## src/rtl/rstc_pkg.sv

```systemverilog
package rstc_pkg;
  localparam int STAT_W   = 8;
  localparam int B_PIN    = 0;
  localparam int B_POR    = 1;
  localparam int B_SOFT   = 4;
  localparam int B_CLK    = 5;
  localparam int B_FLASH  = 6;
  localparam int B_CLKEN  = 7;

  typedef enum logic [2:0] {
    CS_NONE,
    CS_FLASH,
    CS_CLOCK,
    CS_SOFT,
    CS_PIN
  } cause_e;
endpackage

```

## src/rtl/rstc_pin_sync.sv

```systemverilog
module rstc_pin_sync #(
  parameter int STAGES = 2
) (
  input  logic clk,
  input  logic por_n,
  input  logic pin_n,
  output logic fall_o
);
  logic [STAGES-1:0] chain;
  logic              last;

  always_ff @(posedge clk or negedge por_n) begin
    if (!por_n) begin
      chain <= '1;
      last  <= 1'b1;
    end else begin
      chain[0] <= pin_n;
      for (int i = 1; i < STAGES; i++) chain[i] <= chain[i-1];
      last <= chain[STAGES-1];
    end
  end

  assign fall_o = last & ~chain[STAGES-1];
endmodule

```

## src/rtl/rstc_cause_arb.sv

```systemverilog
module rstc_cause_arb
  import rstc_pkg::*;
(
  input  logic   flash_req,
  input  logic   clock_req,
  input  logic   soft_req,
  input  logic   pin_req,
  output cause_e cause_o,
  output logic   any_o
);
  always_comb begin
    if (flash_req)      cause_o = CS_FLASH;
    else if (clock_req) cause_o = CS_CLOCK;
    else if (soft_req)  cause_o = CS_SOFT;
    else if (pin_req)   cause_o = CS_PIN;
    else                cause_o = CS_NONE;
  end

  assign any_o = (cause_o != CS_NONE);
endmodule

```

## src/rtl/rstc_pulse_gen.sv

```systemverilog
module rstc_pulse_gen #(
  parameter int LEN = 16
) (
  input  logic clk,
  input  logic por_n,
  input  logic load_i,
  output logic active_o,
  output logic por_phase_o
);
  localparam int CW = $clog2(LEN + 1);

  logic [CW-1:0] cnt;
  logic          por_phase;

  always_ff @(posedge clk or negedge por_n) begin
    if (!por_n) begin
      cnt       <= CW'(LEN);
      por_phase <= 1'b1;
    end else if (load_i) begin
      cnt       <= CW'(LEN);
      por_phase <= 1'b0;
    end else if (cnt != '0) begin
      cnt <= cnt - CW'(1);
      if (cnt == CW'(1)) por_phase <= 1'b0;
    end
  end

  assign active_o    = (cnt != '0);
  assign por_phase_o = por_phase;


  cnt_steps_down_chk: assert property (@(posedge clk) disable iff (!por_n)
    (cnt != '0) |=> (cnt == $past(cnt) - CW'(1)));


  por_phase_inside_pulse_chk: assert property (@(posedge clk) disable iff (!por_n)
    por_phase |-> (cnt != '0));
endmodule

```

## src/rtl/rstc_status.sv

```systemverilog
module rstc_status
  import rstc_pkg::*;
(
  input  logic              clk,
  input  logic              por_n,
  input  logic              capture_i,
  input  cause_e            cause_i,
  input  logic              en_wr_i,
  input  logic              en_val_i,
  output logic              clk_en_o,
  output logic [STAT_W-1:0] status_o
);
  logic [STAT_W-2:0] flags;
  logic              clk_en;

  always_ff @(posedge clk or negedge por_n) begin
    if (!por_n) begin
      flags  <= (STAT_W-1)'(1 << B_POR);
      clk_en <= 1'b0;
    end else begin
      if (capture_i) begin
        flags <= '0;
        case (cause_i)
          CS_FLASH: flags[B_FLASH] <= 1'b1;
          CS_CLOCK: flags[B_CLK]   <= 1'b1;
          CS_SOFT:  flags[B_SOFT]  <= 1'b1;
          CS_PIN:   flags[B_PIN]   <= 1'b1;
          default:  flags[B_POR]   <= 1'b1;
        endcase
      end
      if (en_wr_i) clk_en <= en_val_i;
    end
  end

  assign clk_en_o = clk_en;
  assign status_o = {clk_en, flags};


  one_cause_flag_chk: assert property (@(posedge clk) disable iff (!por_n)
    $onehot(flags));


  enable_held_without_write_chk: assert property (@(posedge clk) disable iff (!por_n)
    !en_wr_i |=> $stable(clk_en));
endmodule

```

## src/rtl/rst_combiner.sv

```systemverilog
module rst_combiner
  import rstc_pkg::*;
#(
  parameter int PULSE_LEN   = 16,
  parameter int SYNC_STAGES = 2
) (
  input  logic              clk,
  input  logic              por_n,
  input  logic              ext_rst_n,
  input  logic              flash_err,
  input  logic              rtc_fail,
  input  logic              rtc_fail_en,
  input  logic              rtc_alarm,
  input  logic              rtc_alarm_en,
  input  logic              sleep_mode,
  input  logic              reg_wr,
  input  logic [STAT_W-1:0] reg_wdata,
  output logic [STAT_W-1:0] reg_rdata,
  output logic              sys_rst,
  output logic              ext_rst_drive
);
  logic   pin_fall;
  logic   active;
  logic   por_phase;
  logic   wr_ok;
  logic   clock_req;
  logic   soft_req;
  logic   any_req;
  logic   load;
  logic   clk_en;
  cause_e cause;
  logic   unused_wdata;

  assign unused_wdata = ^{reg_wdata[B_CLKEN-1:B_SOFT+1], reg_wdata[B_SOFT-1:0]};

  rstc_pin_sync #(.STAGES(SYNC_STAGES)) u_pin (
    .clk    (clk),
    .por_n  (por_n),
    .pin_n  (ext_rst_n),
    .fall_o (pin_fall)
  );

  assign wr_ok     = reg_wr & ~sleep_mode & ~active;
  assign soft_req  = wr_ok & reg_wdata[B_SOFT];
  assign clock_req = clk_en & ((rtc_fail & rtc_fail_en) | (rtc_alarm & rtc_alarm_en));

  rstc_cause_arb u_arb (
    .flash_req (flash_err),
    .clock_req (clock_req),
    .soft_req  (soft_req),
    .pin_req   (pin_fall),
    .cause_o   (cause),
    .any_o     (any_req)
  );

  assign load = any_req & ~active;

  rstc_pulse_gen #(.LEN(PULSE_LEN)) u_pulse (
    .clk         (clk),
    .por_n       (por_n),
    .load_i      (load),
    .active_o    (active),
    .por_phase_o (por_phase)
  );

  rstc_status u_stat (
    .clk       (clk),
    .por_n     (por_n),
    .capture_i (load),
    .cause_i   (cause),
    .en_wr_i   (wr_ok),
    .en_val_i  (reg_wdata[B_CLKEN]),
    .clk_en_o  (clk_en),
    .status_o  (reg_rdata)
  );

  assign sys_rst       = active;
  assign ext_rst_drive = por_phase;


  pin_drive_only_in_reset_chk: assert property (@(posedge clk) disable iff (!por_n)
    ext_rst_drive |-> sys_rst);


  status_frozen_in_pulse_chk: assert property (@(posedge clk) disable iff (!por_n)
    (sys_rst && (flash_err || pin_fall || reg_wr || clock_req)) |=> $stable(reg_rdata));


  flash_wins_chk: assert property (@(posedge clk) disable iff (!por_n)
    (flash_err && !sys_rst) |=> (reg_rdata[B_FLASH] && sys_rst && !ext_rst_drive));


  sleep_keeps_enable_chk: assert property (@(posedge clk) disable iff (!por_n)
    sleep_mode |=> $stable(reg_rdata[B_CLKEN]));
endmodule

```

## config.mk

```make
export PLATFORM = sky130hd
export DESIGN_NAME = rst_combiner
export DESIGN_NICKNAME = d
export VERILOG_FILES = /design/src/rtl/rstc_pkg.sv /design/src/rtl/rstc_pin_sync.sv /design/src/rtl/rstc_cause_arb.sv /design/src/rtl/rstc_pulse_gen.sv /design/src/rtl/rstc_status.sv /design/src/rtl/rst_combiner.sv
export SDC_FILE = /design/constraint.sdc
export NUM_CORES = 1
export LEC_CHECK = 0
export BUFFER_PORTS_ARGS = -buffer_cell sky130_fd_sc_hd__buf_2
export CORE_MARGIN = 8
export CORE_UTILIZATION = 41
export DETAILED_ROUTE_END_ITERATION = 10
export PLACE_DENSITY = 0.75
export SETUP_SLACK_MARGIN = 0.1
export SLEW_MARGIN = 0
export SYNTH_ARGS = -nofsm -noshare
export SYNTH_HDL_FRONTEND = slang
export SYNTH_SLANG_ARGS = --single-unit
export TNS_END_PERCENT = 50
```

## constraint.sdc

```tcl
create_clock -name clk -period 1.6 [get_ports clk]
set_input_delay 0.16 -clock clk [delete_from_list [all_inputs] [get_ports clk]]
set_output_delay 0.16 -clock clk [all_outputs]
set_load 0.05 [all_outputs]
```

# After elaboration in Yosys (flattened, before gate mapping)

Index checks and enable logic that the tools add are counted.

Bits in registers: 15
Latch bits: 0
Memory bits (writable): 0
ROM bits: 0
Bits of input ports: 18
Output and inout port bits: 10
Logic and storage cells: 44
Memories kept: 0

Add/sub/neg operators: 1
Multipliers: 0
Div/mod/pow operators: 0
$lt $le $gt $ge: 0
Eq/ne operators: 5
Shift operators: 0
Multiplexer cells: 14
Bitwise gates (word level): 12
Reduce and logical (&&, ||, !) cells: 6

Operator list:

| cell                                                | count |
|---|---|
| two-way mux 3 bit                                   | 4 |
| two-way mux 5 bit                                   | 2 |
| AND 1 bit                                           | 8 |
| two-way mux 1 bit                                   | 8 |
| equality test 3 x 2 -> 1 bit, second input constant | 2 |
| equality test 5 x 1 -> 1 bit, second input constant | 1 |
| nonzero test 5 bit                                  | 1 |
| subtractor 5 x 1 -> 5 bit, second input constant    | 1 |
| nonzero test 2 bit                                  | 2 |
| OR reduction 4 bit                                  | 1 |
| equality test 3 x 1 -> 1 bit, second input constant | 1 |
| equality test 3 bit, second input constant          | 1 |
| NOT 1 bit                                           | 3 |
| nonzero test 3 bit                                  | 1 |
| AND reduction 2 bit                                 | 1 |
| OR 1 bit                                            | 1 |

# Longest topological paths before layout

Gate-level depths: netlist of the first run.

Word-level depth: 11
Depth in mapped cells: 6
Mapped depth without buffers: 6

# By module

From an unflattened synthesis of the first run, not the netlist that was laid out.

Cells, all modules: 70
Area, all modules: 775.7 µm²

Modules (own cells, without submodules):

| module         | instances | cells an instance | area each (µm²) | sequential area each (µm²) |
|---|---|---|---|---|
| rstc_pulse_gen | 1         | 28                | 312.8           | 152.6 |
| rstc_status    | 1         | 26                | 286.5           | 151.4 |
| rstc_pin_sync  | 1         | 4                 | 92.6            | 78.8 |
| rstc_cause_arb | 1         | 7                 | 42.5            | 0.0 |
| rst_combiner   | 1         | 5                 | 41.3            | 0.0 |

# Worst setup path before layout of the first run

OpenSTA, ideal clock, no wires.

Path type: register -> register
Start: register u_pulse.cnt[0]
End: register u_stat.flags[6]
Setup time: 0.121 ns
Arrival: 1.650 ns
Data required time: 1.479 ns
Path slack: -0.171 ns
Cell stages (with the launch flop): 7
Path buffers: 0
Period minus slack after synthesis: 1.771 ns
Path through: dfrtp_1 > inv_1 > ha_1 > nor4b_4 > inv_1 > a21o_1 > a22o_1

Word-level cells in the longest chain between the ends: 9
Elaborated cells on any way between the ends: 11
Classes of those cells: eq/ne (1); mux (4); bitwise (4); reduce/logical (2)

RTL lines:

| element                                                            | RTL line                                | RTL |
|---|---|---|
| start, declared                                                    | rstc_pulse_gen.sv:12                    | `logic [CW-1:0] cnt;` |
| start signal, assigned                                             | rstc_pulse_gen.sv:17                    | `cnt <= CW'(LEN);` |
| start signal, assigned                                             | rstc_pulse_gen.sv:20                    | `cnt <= CW'(LEN);` |
| start signal, assigned                                             | rstc_pulse_gen.sv:23                    | `cnt <= cnt - CW'(1);` |
| nonzero test 5 bit *                                               | rstc_pulse_gen.sv:28                    | `assign active_o = (cnt != '0);` |
| named net sys_rst                                                  | rst_combiner.sv:19                      | `output logic sys_rst,` |
| NOT 1 bit *                                                        | rst_combiner.sv:43, rst_combiner.sv:56  |  |
| AND 1 bit                                                          | rst_combiner.sv:43                      | `assign wr_ok = reg_wr & ~sleep_mode & ~active;` |
| AND 1 bit                                                          | rst_combiner.sv:44                      | `assign soft_req = wr_ok & reg_wdata[B_SOFT];` |
| two-way mux 3 bit                                                  | rstc_cause_arb.sv:14                    | `else if (soft_req) cause_o = CS_SOFT;` |
| two-way mux 3 bit                                                  | rstc_cause_arb.sv:13                    | `else if (clock_req) cause_o = CS_CLOCK;` |
| two-way mux 3 bit                                                  | rstc_cause_arb.sv:12                    | `if (flash_req) cause_o = CS_FLASH;` |
| equality test 3 x 1 -> 1 bit or nonzero test 3 bit (tied branches) | rstc_status.sv:23, rstc_cause_arb.sv:19 |  |
| two-way mux 1 bit or AND 1 bit (tied branches)                     | rstc_status.sv:23, rst_combiner.sv:56   |  |
| end signal, assigned                                               | rstc_status.sv:18                       | `flags <= (STAT_W-1)'(1 << B_POR);` |
| end, declared                                                      | rstc_status.sv:13                       | `logic [STAT_W-2:0] flags;` |

The timed path passes the listed nets; every way through them passes the cells marked *.
A chain may end at the register's enable or synchronous reset.

# Worst setup path in the final report of the first run

Start: register u_pulse.cnt[1]
End: output port sys_rst

Word-level cells in the longest chain between the ends: 1

RTL lines:

| element            | RTL line |
|---|---|
| nonzero test 5 bit | rstc_pulse_gen.sv:28 |
| end, declared      | rst_combiner.sv:19 |

Every way passes these cells.

==> results of run 1 <==
registers in the layout (all words and copies together) (netlist names):
register / cells
u_pulse.por_phase_o: 1
u_pin.last: 1
u_pin.chain: 2
u_pulse.cnt: 5
u_stat.clk_en_o: 1
u_stat.flags: 5
power groups by stage:
stage               Clock, mW  Sequential, mW  Combinational [mW]
floorplan                   0           0.786               0.380
global placement            0           0.623               0.781
detailed placement          0           0.635               0.798
CTS                     0.225           0.633                1.02
global route            0.237           0.650                1.17
finish                  0.220           0.631                1.09
cells in the final DEF, fill, tap and decap left out, types with 2 or more instances in the layout:
cell,netlist,routed
buf_6,0,2
o21ai_0,3,2
nand2_1,4,3
nor2b_1,2,2
buf_4,3,18
inv_2,0,2
nor2_1,3,3
nor3_1,2,2
a21o_1,2,2
dfstp_2,6,6
nand4_1,2,2
clkbuf_4,0,3
buf_2,1,18
conb_1,1,2
a22o_1,2,2
o21ai_1,1,2
xor2_1,2,2
nand2b_1,2,2
dfrtp_1,9,9
dlygate4sd3_1,0,2
through the flow:
step                      total power, mW  hold WS [ps]
after CTS                           1.879         98.66
after detailed placement            1.433         76.29
after global routing                2.060         103.8
after floorplan                     1.166        -135.6
after global placement              1.404         68.81
final                               1.944         97.02
final cells by class:
type                    instances  area [sq um]
repair buffers                 41         282.8
fillers                       138         593.1
inverters                       3         13.76
multi-input cells              43         369.1
clock buffers                   4         26.28
flip-flops and latches         15         382.9
well taps                      17         21.27
layer usage:
layer	wire length [microns]	GRT usage (%)	up-vias
li1	-	-	304
met1	760	13.04	288
met2	857	19.11	19
met3	164	4.857	7
met4	40	6.993	0
met5	0	0	-
kinds of logic (layout without fill, tap and decap cells):
family	Yosys count	in the layout	share of synthesized area [%]
adder cells (fa/ha/maj)	3	3	5.191
AND/OR/NAND/NOR	20	20	17.47
buffers and inverters	7	48	5.362
flip-flops	15	15	52.94
multiplexers	1	1	1.557
other	1	2	0.5185
AO/OA/AOI/OAI	14	14	13.32
XOR/XNOR	3	3	3.634
worst max-delay path by stage:
stage                   startpoint              end  slack [ps]
floorplan           u_pulse.cnt[0]  u_stat.flags[6]         -20
CTS                 u_pulse.cnt[0]          sys_rst         -30
detailed placement  u_pulse.cnt[0]  u_stat.flags[6]         -20
global placement    u_pulse.cnt[0]  u_stat.flags[6]          20
global route        u_pulse.cnt[0]          sys_rst        -110
finish              u_pulse.cnt[1]          sys_rst         -60
timing repair:
| action | CTS | global route |
|---|---|---|
| resized for setup | 16 | 4 |
| hold buffers | 2 | 0 |
| endpoints found under the hold margin | 10 | 0 |
| endpoints found under the setup margin | 8 | 13 |
| setup buffers | 9 | 2 |
| pin swaps | 6 | 3 |
worst max-delay path, cell delays in order (launching register included):
cell and delay (ps):
dfrtp_1 410, inv_2 90, ha_4 130, nor4b_4 230, buf_4 180, inv_4 40, buf_8 140
==> impl_metrics.ini, run 1 <==
[run_status]
status = finished with violations
violations = setup timing

[power]
max-vdd-ir-drop_mv = 1.041
p_int_mw = 1.125
switching_share_pct = 42.09
power_density_nw_per_um2 = 1773
p_switching_mw = 0.8182
seqPwrFrac_pct = 32.5
clkPwrFrac_pct = 11.3
p_leak_nw = 0.5326
p_comb_share_pct = 56.2

[placement]
dp.cells = 106
dp_slack_ps = -16.05
gp_congestion = 0.8111
port-buffer-count = 19
place_area_sq_um = 888.4
dpl.hpwl_mm = 1.211

[sta]
setup_viol = 3
clock-skew-final_ps = 15.75
period_share_pct = 103.7
slew_viol_final = 0
rsz0062_at_grt = yes
min_period_ps = 1659
final_hold_viol_count = 0
setup_ws_ps = -59.21
fin_setup_tns_ps = -96.47
fmax_mhz = 602.7

[min_path]
hold_path_startpoint = reg_wdata[7]
holdCritPathClass = in2reg
hold_depth = 2
hold_end = u_stat.clk_en_o

[global_routing]
grt_pass1_wl_mm = 3.063
antenna_found_initial = 0
grt_pass1_vias = 647
grt_use_total_pct = 11.96
grt_max_degree = 16
grt_remaining_overflow = 0

[finish]
postLayoutCoreUtil_pct = 64.89
final_cell_area_sq_um = 1096
instances_no_fill = 123
antenna_cells = 0
drive_above_1_share_pct = 59.43
area_delta_synth_final_pct = 51.56
final_nets = 128

[critical_path]
rrSetupSlack_ps = -30
end_kind = output port
crit_type = reg2out
rr_startpoint = u_pulse.cnt[1]
critPathRequiredTime_ps = 1440
r2r-end = u_stat.flags[6]
worstPathMaxFanout = 3
reg2regPathDepth = 7
arrival_ps = 1500
worst_setup_path_start_kind = register

[clocking]
cts_tree = done
cts_buffers = 3
root_buffer = clkbuf_4
worstSkewPairLatency_ps = 290
clockBufferDepth = 2
htreeDepth = 1
cts_sinks = 15
clk_pin_slew_ps = 100

[synthesis]
synth_cell_types = 30
synth_edf_count = 0
synth_top_area_share_pct = 31.14
async_flop_share_pct = 100.0
yosysMostFrequentCell = dfrtp_1
synth-seq-cells = 15
yosys_warnings = 0
syn-cell-area_sq_um = 723.2
synth_common_cells = 9 x dfrtp_1, 6 x dfstp_2, 4 x nand2_1
ys_seq_area_share_pct = 52.94
syn_inst = 64
synth.area.top_cells = dfrtp_1 31%, dfstp_2 22%, ha_1 5.2%
synthFlopType = dfrtp_1
avgSynthCellArea_sq_um = 11.30
yosysTopAreaCell = dfrtp_1

[die]
die_x_microns = 58
rows = 15
initial_core_util_pct = 42.81
die_h_microns = 58
core_area_sq_um = 1689
pin_count = 28
fp.dieArea_sq_um = 3364

[drt]
via_count = 618
postRouteAntennaNets = 0
viasPerCell = 5.024
post-route-drc-count = 0
drtPass1Iterations = 2
wl_mm = 1.821
wl_per_cell_microns = 14.80
first_iter_violations = 6

[job]
cap_violations = 0
Power figures use the tool's default switching activity.
==> run 2, diff against run 1 <==
CELL_PAD_IN_SITES_DETAIL_PLACEMENT = 1   (was default)
CELL_PAD_IN_SITES_GLOBAL_PLACEMENT = 1   (was default)
CORE_UTILIZATION = 31   (was 41)
PLACE_DENSITY = 0.74   (was 0.75)
==> impl_metrics.ini, run 2 (synthesis gave the netlist of run 1 again) <==
[clocking]
cts_buffers = 3
root_buffer = clkbuf_4
clockBufferDepth = 2
htreeDepth = 1
cts_sinks = 15
clk_pin_slew_ps = 90
cts_tree = done
worstSkewPairLatency_ps = 280

[finish]
antenna_cells = 0
final_nets = 130
mostFrequentLayoutCell = buf_4
drive_above_1_share_pct = 58.33
postLayoutCoreUtil_pct = 49.49
area_delta_synth_final_pct = 51.38
most-common-layout-cells = 20 x buf_4, 18 x buf_2, 9 x dfrtp_1
final_cell_area_sq_um = 1095
largestRegisters = u_pulse.cnt x5, u_stat.flags x5, u_pin.chain x2

[sta]
final_hold_viol_count = 0
slew_viol_final = 0
fmax_mhz = 609.5
clock-skew-final_ps = 4.238
period_share_pct = 102.5
fin_setup_tns_ps = -40.73
setup_ws_ps = -40.73
min_period_ps = 1641
setup_viol = 1
rsz0062_at_grt = yes

[critical_path]
critPathRequiredTime_ps = 1440
worst_setup_path_start_kind = register
crit_type = reg2out
worstPathMaxFanout = 3
arrival_ps = 1480
end_kind = output port

[drt]
postRouteAntennaNets = 0
wl_per_cell_microns = 14.81
drtPass1Iterations = 4
viasPerCell = 4.706
post-route-drc-count = 0
via_count = 640
wl_mm = 2.014
first_iter_violations = 5

[die]
die_h_microns = 64.30
pin_count = 28
rows = 17
initial_core_util_pct = 32.69
core_area_sq_um = 2212
fp.dieArea_sq_um = 4134
die_x_microns = 64.30

[job]
cap_violations = 0

[placement]
gp_congestion = 0.6813
place_area_sq_um = 932.1
port-buffer-count = 19
dpl.hpwl_mm = 1.462

[global_routing]
grt_use_total_pct = 9.897
antenna_found_initial = 0
grt_max_degree = 16
grt_pass1_vias = 760
grt_remaining_overflow = 0
grt_pass1_wl_mm = 3.215

[run_status]
violations = setup timing
status = finished with violations

[min_path]
holdCritPathClass = in2reg

[power]
p_leak_nw = 0.5252
power_density_nw_per_um2 = 1779
max-vdd-ir-drop_mv = 1.307
[run 2: what timing repair did]
action,CTS,global route
setup buffers,4,5
resized for setup,11,4
hold endpoints to repair,10,0
pin swaps,5,3
endpoints found under the setup margin,12,12
hold buffers,2,0
[run 2: layout make-up]
type	count	area, sq um
Inverter	3	13.76
Clock buffer	4	26.28
Tap cell	28	35.03
Fill cell	257	1117
Sequential cell	15	382.9
Multi-Input combinational cell	43	339.1
Timing Repair Buffer	43	297.8
[run 2: worst paths after layout]
| check | end | slack, ps | cells after the start | from |
|---|---|---|---|---|
| setup / recovery | sys_rst | -40 | 6 | u_pulse.cnt[1] |
| hold / removal | u_stat.clk_en_o | 100 | 2 | reg_wdata[7] |
| setup reg to reg | u_stat.flags[6] | 10 | 7 | u_pulse.cnt[1] |
| hold reg to reg | u_pin.chain[1] | 370 | 0 | u_pin.chain[0] |
| max in group asynchronous | u_pin.chain[1] | 990 | 2 | por_n |
| min in group asynchronous | u_stat.flags[5] | 310 | 2 | por_n |
[run 2: critical path, stage by stage, from the launching register on]
cell and delay, ps:
dfrtp_1 400, inv_2 90, ha_4 140, nor4b_4 210, buf_4 170, inv_4 40
buf_8 140
[run 2: power by group]
group / internal (mW) / switching (mW) / total (mW)
Combinational: 0.508 / 0.587 / 1.10
Sequential: 0.520 / 0.113 / 0.633
Clock: 0.0969 / 0.123 / 0.220
[run 2: routing by layer]
layer / vias to the layer above / GRT usage [%] / share of wire [%]
met4: 0 / 5.722 / 2.6
met3: 4 / 2.439 / 4.3
met2: 15 / 20.12 / 57
met5: - / 0 / 0
li1: 305 / - / -
met1: 316 / 8.240 / 36
[run 2: through the flow]
stage	hold slack [ps]	std cells	setup WS, ps	power (mW)
6_report	104.1	136	-40.73	1.948
5_1_grt	106.8	136	-141.9	2.071
4_1_cts	106.5	131	-39.25	1.836
3_5_place_dp	82.27	121	-62.39	1.502
3_3_place_gp	73.38	121	7.186	1.441
2_1_floorplan	-135.6	65	-22.86	1.166
